`src/rtl/keyguard_pkg.sv`:
```
package keyguard_pkg;
  localparam int DATA_W   = 32;
  localparam int NUM_DEV  = 6;
  localparam int GRP0_CNT = 4;   // devices that can be disabled
  localparam int FIELD_W  = 2;
  localparam int STAT_W   = 3;
  localparam int RST_W    = 8;
  localparam int ONCE_W   = 8;

  localparam logic [DATA_W-1:0] KEY_FIRST  = 32'h83E7_0B13;
  localparam logic [DATA_W-1:0] KEY_SECOND = 32'h95A4_F1E0;
  localparam logic [DATA_W-1:0] KEY_LOCK   = 32'h0F0A_0B00;

  localparam int OFS_KICK_A = 8'h00;
  localparam int OFS_KICK_B = 8'h04;
  localparam int OFS_LOCK   = 8'h08;
  localparam int OFS_DEVCTL = 8'h0C;
  localparam int OFS_DEVSTS = 8'h10;
  localparam int OFS_RST    = 8'h14;
  localparam int OFS_ONCE   = 8'h18;

  localparam logic [STAT_W-1:0] STS_ON  = 3'b001;
  localparam logic [STAT_W-1:0] STS_OFF = 3'b000;
  localparam logic [FIELD_W-1:0] CODE_OFF = '0;

  typedef enum logic [1:0] {
    KS_IDLE = 2'd0,
    KS_HALF = 2'd1,
    KS_OPEN = 2'd2
  } kick_state_e;

  function automatic logic [FIELD_W-1:0] fn_en_code(input int id);
    return (id < GRP0_CNT) ? FIELD_W'(1) : FIELD_W'(3);
  endfunction

  function automatic logic fn_can_disable(input int id);
    return id < GRP0_CNT;
  endfunction

  function automatic int fn_field_lsb(input int id);
    return id * FIELD_W;
  endfunction
endpackage

```
`src/rtl/keyguard_kick.sv`:
```
module keyguard_kick
  import keyguard_pkg::*;
(
  input  logic              clk_i,
  input  logic              rst_ni,
  input  logic              wr_a_i,
  input  logic              wr_b_i,
  input  logic [DATA_W-1:0] wdata_i,
  output kick_state_e       state_o
);
  kick_state_e state_q, state_d;

  always_comb begin
    state_d = state_q;
    if (wr_a_i)
      state_d = (wdata_i == KEY_FIRST) ? KS_HALF : KS_IDLE;
    else if (wr_b_i)
      state_d = (state_q == KS_HALF && wdata_i == KEY_SECOND) ? KS_OPEN : KS_IDLE;
  end

  always_ff @(posedge clk_i or negedge rst_ni) begin
    if (!rst_ni) state_q <= KS_IDLE;
    else         state_q <= state_d;
  end

  assign state_o = state_q;
endmodule

```
`src/rtl/keyguard_devctl.sv`:
```
module keyguard_devctl
  import keyguard_pkg::*;
#(
  parameter int N_DEV = NUM_DEV,
  localparam int CTL_W = N_DEV * FIELD_W,
  localparam int STS_W = N_DEV * STAT_W
) (
  input  logic             clk_i,
  input  logic             rst_ni,
  input  logic             wr_i,
  input  logic [CTL_W-1:0] wfields_i,
  output logic [N_DEV-1:0] en_o,
  output logic [CTL_W-1:0] ctl_rb_o,
  output logic [STS_W-1:0] sts_o
);
  for (genvar g = 0; g < N_DEV; g++) begin : g_dev
    localparam int                 LSB   = fn_field_lsb(g);
    localparam logic [FIELD_W-1:0] ENC   = fn_en_code(g);
    localparam logic               CANDS = fn_can_disable(g);
    logic [FIELD_W-1:0] fld;
    logic en_q;

    assign fld = wfields_i[LSB +: FIELD_W];

    always_ff @(posedge clk_i or negedge rst_ni) begin
      if (!rst_ni) en_q <= 1'b0;
      else if (wr_i) begin
        if (fld == ENC)                    en_q <= 1'b1;
        else if (CANDS && fld == CODE_OFF) en_q <= 1'b0;
      end
    end

    assign en_o[g]                    = en_q;
    assign ctl_rb_o[LSB +: FIELD_W]   = en_q ? ENC : CODE_OFF;
    assign sts_o[g*STAT_W +: STAT_W]  = en_q ? STS_ON : STS_OFF;
  end
endmodule

```
`src/rtl/keyguard_regbank.sv`:
```
module keyguard_regbank
  import keyguard_pkg::*;
#(
  parameter int ADDR_W = 8
) (
  input  logic               clk_i,
  input  logic               rst_ni,
  input  logic               we_i,
  input  logic [ADDR_W-1:0]  addr_i,
  input  logic [DATA_W-1:0]  wdata_i,
  output logic [DATA_W-1:0]  rdata_o,
  output logic [NUM_DEV-1:0] dev_en_o,
  output logic [RST_W-1:0]   rst_pulse_o
);
  localparam int CTL_W = NUM_DEV * FIELD_W;
  localparam int STS_W = NUM_DEV * STAT_W;

  // address hits
  logic hit_ka, hit_kb, hit_lock, hit_ctl, hit_sts, hit_rst, hit_once;
  assign hit_ka   = addr_i == ADDR_W'(OFS_KICK_A);
  assign hit_kb   = addr_i == ADDR_W'(OFS_KICK_B);
  assign hit_lock = addr_i == ADDR_W'(OFS_LOCK);
  assign hit_ctl  = addr_i == ADDR_W'(OFS_DEVCTL);
  assign hit_sts  = addr_i == ADDR_W'(OFS_DEVSTS);
  assign hit_rst  = addr_i == ADDR_W'(OFS_RST);
  assign hit_once = addr_i == ADDR_W'(OFS_ONCE);

  kick_state_e kick_state;
  logic        kick_open;
  logic        lock_ok;
  logic        ctl_wr_ok;

  keyguard_kick u_kick (
    .clk_i   (clk_i),
    .rst_ni  (rst_ni),
    .wr_a_i  (we_i && hit_ka),
    .wr_b_i  (we_i && hit_kb),
    .wdata_i (wdata_i),
    .state_o (kick_state)
  );

  assign kick_open = kick_state == KS_OPEN;

  // lock flag guarding the device-control register
  always_ff @(posedge clk_i or negedge rst_ni) begin
    if (!rst_ni) lock_ok <= 1'b0;
    else if (we_i && hit_lock && kick_open) lock_ok <= (wdata_i == KEY_LOCK);
  end

  assign ctl_wr_ok = we_i && hit_ctl && kick_open && lock_ok;

  logic [CTL_W-1:0] ctl_rb;
  logic [STS_W-1:0] sts_rb;

  keyguard_devctl #(.N_DEV(NUM_DEV)) u_devctl (
    .clk_i     (clk_i),
    .rst_ni    (rst_ni),
    .wr_i      (ctl_wr_ok),
    .wfields_i (wdata_i[CTL_W-1:0]),
    .en_o      (dev_en_o),
    .ctl_rb_o  (ctl_rb),
    .sts_o     (sts_rb)
  );

  // reset pulse register
  logic [RST_W-1:0] pulse_q;
  always_ff @(posedge clk_i or negedge rst_ni) begin
    if (!rst_ni) pulse_q <= '0;
    else         pulse_q <= (we_i && hit_rst && kick_open) ? wdata_i[RST_W-1:0] : '0;
  end
  assign rst_pulse_o = pulse_q;

  // write-once word and sticky bits
  logic              once_wr;
  logic              once_done;
  logic [ONCE_W-1:0] once_val;
  logic [ONCE_W-1:0] once_sticky;
  assign once_wr = we_i && hit_once && kick_open;

  always_ff @(posedge clk_i or negedge rst_ni) begin
    if (!rst_ni) begin
      once_done   <= 1'b0;
      once_val    <= '0;
      once_sticky <= '0;
    end else if (once_wr) begin
      if (!once_done) begin
        once_val  <= wdata_i[ONCE_W-1:0];
        once_done <= 1'b1;
      end
      once_sticky <= once_sticky | wdata_i[2*ONCE_W-1:ONCE_W];
    end
  end

  // read mux, always available
  always_comb begin
    rdata_o = '0;
    unique case (1'b1)
      hit_ka:   rdata_o = DATA_W'(kick_state);
      hit_lock: rdata_o = DATA_W'(lock_ok);
      hit_ctl:  rdata_o = DATA_W'(ctl_rb);
      hit_sts:  rdata_o = DATA_W'(sts_rb);
      hit_once: rdata_o = DATA_W'({once_done, once_sticky, once_val});
      default:  rdata_o = '0;
    endcase
  end
endmodule

```
`config.mk`:
```
export PLATFORM = sky130hd
export DESIGN_NAME = keyguard_regbank
export DESIGN_NICKNAME = d
export VERILOG_FILES = /design/src/rtl/keyguard_pkg.sv /design/src/rtl/keyguard_kick.sv /design/src/rtl/keyguard_devctl.sv /design/src/rtl/keyguard_regbank.sv
export SDC_FILE = /design/constraint.sdc
export NUM_CORES = 1
export LEC_CHECK = 0
export ABC_AREA = 1
export BUFFER_PORTS_ARGS = -buffer_cell sky130_fd_sc_hd__buf_4
export CORE_UTILIZATION = 55
export DETAILED_ROUTE_END_ITERATION = 10
export PLACE_DENSITY_LB_ADDON = 0.1
export SKIP_LAST_GASP = 1
export SLEW_MARGIN = 20
export SYNTH_ARGS = -nofsm -noshare
export SYNTH_HDL_FRONTEND = slang
export SYNTH_HIERARCHICAL = 1
export SYNTH_SLANG_ARGS = --single-unit
export TNS_END_PERCENT = 20
```
`constraint.sdc`:
```
create_clock -name clk_i -period 3.98 [get_ports clk_i]
set_input_delay 0.398 -clock clk_i [delete_from_list [all_inputs] [get_ports clk_i]]
set_output_delay 0.398 -clock clk_i [all_outputs]
set_load 0.01 [all_outputs]
```
==> results of run 1 <==
==> final timing paths <==
kind,endpoint,slack [ns],cells after the start
setup / recovery,rdata_o[0],1.76,9
hold / removal,u_devctl/g_dev[3].en_q$_DFFE_PN0P_,0.05,1
setup reg to reg,rst_pulse_o[2]$_DFF_PN0_,2.20,5
hold reg to reg,once_sticky[4]$_DFFE_PN0P_,0.45,2
max in group asynchronous,u_devctl/g_dev[0].en_q$_DFFE_PN0P_,3.61,1
min in group clk_i,u_devctl/g_dev[5].en_q$_DFFE_PN0P_,0.38,3
==> power groups by stage <==
stage / clock, mW / combinational, mW / sequential, mW
after detailed placement: 0 / 0.102 / 0.352
after CTS: 0.275 / 0.102 / 0.345
after global routing: 0.290 / 0.116 / 0.345
after floorplan: 0 / 0.0639 / 0.352
final: 0.266 / 0.102 / 0.345
after global placement: 0 / 0.101 / 0.352
==> registers in the layout (all words and copies together), names as in the netlist <==
name                 cells
lock_ok                  1
once_done                1
u_kick/state_o           2
once_sticky              8
rst_pulse_o              8
u_devctl/g_dev.en_q      6
once_val                 8
==> worst reg2reg max path: stages, from the launching register on <==
cell and delay, ns:
dfrtp_1 0.40, inv_1 0.08, nand3_1 0.16, nor2_2 0.51, nand4_2 0.37, nor2_1 0.20
==> placed cells by master, fill, tap and decap left out, types with 6 or more instances in the layout <==
| master | synthesis | routed |
|---|---|---|
| buf_4 | 50 | 74 |
| clkbuf_8 | 0 | 6 |
| conb_1 | 2 | 30 |
| dfrtp_1 | 34 | 34 |
| inv_1 | 64 | 64 |
| nand2_1 | 116 | 116 |
| nand3_1 | 40 | 40 |
| nand4_1 | 11 | 11 |
| nor2_1 | 50 | 50 |
==> logic make-up (layout without fill, tap and decap cells) <==
kind of cell / count (synthesis) / count (layout) / synth area share (%)
buffers and inverters: 127 / 152 / 25.68
DFF: 34 / 34 / 31.81
and+or+nand+nor: 234 / 234 / 38.35
other: 2 / 30 / 0.2807
AOI/OAI and AO/OA: 15 / 15 / 3.882
==> layer usage <==
metal  part of all wire [%]  vias up  GRT usage, %
li1                       -     1279             -
met1                     44     1078         31.99
met2                     48       77         42.35
met3                    6.0        7         5.485
met4                    1.2        0         8.932
met5                      0        -             0
==> cell usage after synthesis <==
library cell and count:
inv_4 1, nand4_2 1, buf_2 4, and2_1 1, nor4_1 1, buf_4 50, o21ai_2 5, nor2_4 1
clkbuf_1 1, nor2_2 4, conb_1 2, nand3_2 1, nand2_4 2, nor3_1 1, nor2_1 50, nand4_1 11
nand3_1 40, nand2_1 116, buf_6 2, o21ai_1 1, nand3b_1 3, inv_1 64, o21ai_0 5, o211ai_1 4
nand2_2 2, dfrtp_1 34, inv_2 5
==> layout make-up <==
type / instances / area (um2) / area share [%]
timing repair buffer: 74 / 555.5 / 18.06
clock buffer: 6 / 82.58 / 2.684
multi-input combinational: 279 / 1242 / 40.38
sequential: 34 / 850.8 / 27.65
tap: 54 / 67.56 / 2.196
inverter: 70 / 265.3 / 8.621
clock inverter: 2 / 12.51 / 0.4067
==> flow_summary.json, run 1 <==
{
  "status": "finished clean",
  "finalNonFillerCells": 519,
  "dp.cells": 511,
  "grt_max_degree": 35,
  "hold_violations": 0,
  "yosys_warnings": 6,
  "num_vias": 2441,
  "clk_pin_slew_worst_paths_ns": 0.07,
  "r2r_start": "u_kick/state_o[0]$_DFFE_PN0P_",
  "drv_slew": 0,
  "worstSkewPairLatency_ns": 0.28,
  "p_sw_share_pct": 26.39,
  "post-route-util_pct": 65.57,
  "cts_buffer_depth": 2,
  "crit_chain": "buf_4 -> inv_1 -> nand2_2 -> nor2_1 -> nand3_1 -> nand2_1 -> nor2_1 -> nand2_1 -> buf_4",
  "p_sw_uw": 188.3,
  "place_ws_ns": 1.733,
  "num_rows": 25,
  "setup-violations-final": 0,
  "cp.required_ns": 3.58,
  "cts_setup_buffers": 0,
  "die_w_um": 71.74,
  "period_needed_ns": 2.223,
  "portBuffers": 73,
  "grt_pass1_wl_um": 10030,
  "critPathBufInv": 3,
  "nets": 507,
  "cts_max_level": 2,
  "start_kind": "input port",
  "final_design_area_no_fill_um2": 3077,
  "synth-seq-cells": 34,
  "drc": 0,
  "post_cts_resized": 0,
  "wl_per_cell_um": 11.33,
  "synth_top_cell_area_share_pct": 31.81,
  "p_seq_share_pct": 48.4,
  "whs_ns": 0.05020,
  "crit_fanout": 12,
  "synth_area_leaders": "dfrtp_1, nand2_1, buf_4, inv_1, nand3_1",
  "routed_wl_um": 5879,
  "num_antenna_cells": 0,
  "top_level_ports": 89,
  "grt.total_usage_pct": 25.19,
  "clockRootBuffer": "clkbuf_8",
  "min_period_over_period_pct": 55.84,
  "clockPowerShare_pct": 37.3,
  "max_freq_ghz": 0.4499,
  "critPathTopFamily": "simple AND/OR/NAND/NOR gates",
  "grt_pass1_vias": 2216,
  "crit_type": "in2out",
  "combPwrFrac_pct": 14.3,
  "slew_headroom_pct": 40.42,
  "internal_power_uw": 525.1,
  "clkSinkCount": 34,
  "worstMarginPinSlew_ns": 0.8903,
  "min_path_type": "in2async",
  "postCtsHoldBufs": 0,
  "worst_slack_ns": 1.757,
  "grt_overflow": 0,
  "gp_congestion": 0.8233,
  "power_density_nw_per_um2": 231.9,
  "coreArea_um2": 4692,
  "vdd_ir_drop_max_v": 0.0001836,
  "cap_viol_max_count": 0,
  "dieHeight_um": 71.74,
  "power_uw": 713.4,
  "syn_area_per_cell_um2": 6.493,
  "yosysSeqAreaShare_pct": 31.81,
  "dp_hpwl_um": 4558,
  "antenna_found_initial": 0,
  "leakage_nw": 1.794,
  "drtPass1Iterations": 4,
  "max_stage_delay_ns": 0.69,
  "crit_arrival_ns": 1.82,
  "syn_inst": 412,
  "dieArea_um2": 5147,
  "slowest_stage": "nor2_1",
  "ant_nets": 0,
  "netlist_area_um2": 2675,
  "initial_core_util_pct": 57.01,
  "ys_types": 27,
  "vias_per_cell": 4.703,
  "crit_path_end_kind": "output port",
  "yosys.area.top_type": "dfrtp_1",
  "drt_iter0_markers": 145,
  "nFillCells": 439,
  "cts_buffers": 5,
  "tritoncts": "yes",
  "crit_start": "addr_i[0]",
  "placed_area_um2": 2982,
  "drive_gt1_share_pct": 22.37,
  "tns_ns": 0,
  "area_growth_pct": 15.01,
  "rsz0062_at_grt": "false",
  "clock_skew_ns": 0.005942
}
(Power assumes the default switching activity.)
==> run 2: changes to the inputs <==
CORE_UTILIZATION = 51   (was 55)
clock period = 2.2 ns   (was 3.98 ns; I/O delays follow)
==> run 2 against run 1 <==
Die area up 7.6%. Design area up 3.2%. Total power up 110%. Clock power rose to 2.6 times the previous value. Register-to-register slack worse by 1.6 ns. Largest cell class unchanged. Flip-flop and latch count unchanged. Combinational power up 85%. First-iteration DRC count down 27%. Setup slack worse by 1.1 ns. Non-clock buffer count up 5.
==> flow_summary.json, run 2 (synthesized netlist as in run 1, its figures left out) <==
{
  "grt_pass1_wl_um": 10480,
  "grt.total_usage_pct": 25.18,
  "worst_slack_ns": 0.6199,
  "drc": 0,
  "postCtsHoldBufs": 1,
  "crit_arrival_ns": 1.77,
  "crit_path_end_kind": "register",
  "drt_iter0_markers": 106,
  "clkSinkCount": 34,
  "min_period_over_period_pct": 71.82,
  "vias_per_cell": 4.641,
  "clockRootBuffer": "clkbuf_8",
  "cap_viol_max_count": 0,
  "placed_area_um2": 3028,
  "final_design_area_no_fill_um2": 3176,
  "rr_endpoint": "u_devctl/g_dev[0].en_q$_DFFE_PN0P_",
  "clock_skew_ns": 0.009285,
  "hp-start": "wdata_i[10]",
  "worst_r2r_path_depth": 9,
  "power_density_nw_per_um2": 476.2,
  "r2r_setup_slack_ns": 0.62,
  "tritoncts": "yes",
  "gp_congestion": 0.8699,
  "max_stage_delay_ns": 0.40,
  "top_level_ports": 89,
  "max_freq_ghz": 0.6329,
  "ant_nets": 0,
  "num_rows": 25,
  "post-route-util_pct": 65.08,
  "die_w_um": 74.43,
  "setup-violations-final": 0,
  "nFillCells": 497,
  "crit_fanout": 10,
  "hold_violations": 0,
  "dieHeight_um": 74.43,
  "final_common_cell": "nand2_1",
  "leakage_nw": 1.841,
  "slowest_stage": "dfrtp_1",
  "portBuffers": 73,
  "area_growth_pct": 18.71,
  "crit_type": "reg2reg",
  "worstSkewPairLatency_ns": 0.29,
  "clk_pin_slew_worst_paths_ns": 0.08,
  "initial_core_util_pct": 54.82,
  "path_common_cell": "nand2_1",
  "drive_gt1_share_pct": 22.98,
  "drv_slew": 0,
  "r2r_start": "u_kick/state_o[0]$_DFFE_PN0P_",
  "place_ws_ns": 0.6178,
  "drtPass1Iterations": 5,
  "period_needed_ns": 1.580,
  "rsz0062_at_grt": "false",
  "post_cts_resized": 0,
  "min_path_type": "in2reg",
  "wl_per_cell_um": 11.51,
  "nets": 512,
  "cp.required_ns": 2.39,
  "status": "finished clean",
  "holdPathStages": 3,
  "coreArea_um2": 4880,
  "dieArea_um2": 5539,
  "grt_overflow": 0,
  "crit_chain": "inv_1 -> nand3_1 -> inv_1 -> nand2_1 -> nor4_1 -> buf_4 -> nand2_1 -> nand2_1 -> nand2_1",
  "mostFrequentLayoutCells": "nand2_1, buf_4, inv_1",
  "cts_setup_buffers": 0,
  "cts_buffers": 5,
  "antenna_found_initial": 0,
  "min_to": "u_devctl/g_dev[5].en_q$_DFFE_PN0P_",
  "routed_wl_um": 6179,
  "start_kind": "register",
  "grt_max_degree": 35,
  "grt_pass1_vias": 2342,
  "num_antenna_cells": 0,
  "cts_buffer_depth": 2,
  "tns_ns": 0,
  "num_vias": 2492,
  "vdd_ir_drop_max_v": 0.0002600,
  "cts_max_level": 2,
  "dp_hpwl_um": 4801
}
run 2: worst max path at each step:
stage                                  startpoint                                  to  slack (ns)
finish              u_kick/state_o[0]$_DFFE_PN0P_  u_devctl/g_dev[0].en_q$_DFFE_PN0P_        0.62
global route        u_kick/state_o[0]$_DFFE_PN0P_  u_devctl/g_dev[3].en_q$_DFFE_PN0P_        0.44
CTS                 u_kick/state_o[0]$_DFFE_PN0P_  u_devctl/g_dev[3].en_q$_DFFE_PN0P_        0.62
detailed placement  u_kick/state_o[0]$_DFFE_PN0P_  u_devctl/g_dev[1].en_q$_DFFE_PN0P_        0.62
global placement    u_kick/state_o[0]$_DFFE_PN0P_  u_devctl/g_dev[2].en_q$_DFFE_PN0P_        0.61
floorplan           u_kick/state_o[0]$_DFFE_PN0P_  u_devctl/g_dev[0].en_q$_DFFE_PN0P_        0.83
run 2: layer usage:
| layer | vias up | part of all wire, % | track usage [%] |
|---|---|---|---|
| met5 | - | 0 | 0 |
| met3 | 4 | 4.8 | 4.607 |
| li1 | 1286 | - | - |
| met1 | 1124 | 45 | 33.11 |
| met4 | 0 | 0.61 | 7.128 |
| met2 | 78 | 50 | 42.44 |
run 2: stage by stage:
| stage | std cells | total power [mW] | hold WS, ns |
|---|---|---|---|
| 6_report | 537 | 1.512 | 0.1833 |
| 2_1_floorplan | 440 | 0.7526 | -0.07559 |
| 3_3_place_gp | 528 | 0.8212 | 0.1942 |
| 5_1_grt | 537 | 1.573 | 0.1914 |
| 3_5_place_dp | 528 | 0.8247 | 0.1925 |
| 4_1_cts | 537 | 1.519 | 0.1748 |
run 2: layout make-up:
type | count | area [um2] | share of cell area [%]
Sequential cell | 34 | 850.8 | 26.79
Tap cell | 67 | 83.83 | 2.640
Clock buffer | 5 | 68.82 | 2.167
Timing Repair Buffer | 79 | 595.6 | 18.75
Inverter | 70 | 265.3 | 8.353
Multi-Input combinational cell | 279 | 1242 | 39.13
Clock inverter | 3 | 68.82 | 2.167
run 2: critical path, delay by kind of cell (launching register included):
kind                   cells  cell delay (ns)
buffers and inverters      3             0.48
DFF                        1             0.40
and+or+nand+nor            6             0.60
run 2: power by group:
group	leakage [nW]	total (mW)	internal [mW]	switching [mW]
registers	0.418	0.624	0.624	0.00000000000148
logic	1.35	0.189	0.0767	0.113
clock network	0.0683	0.698	0.454	0.244
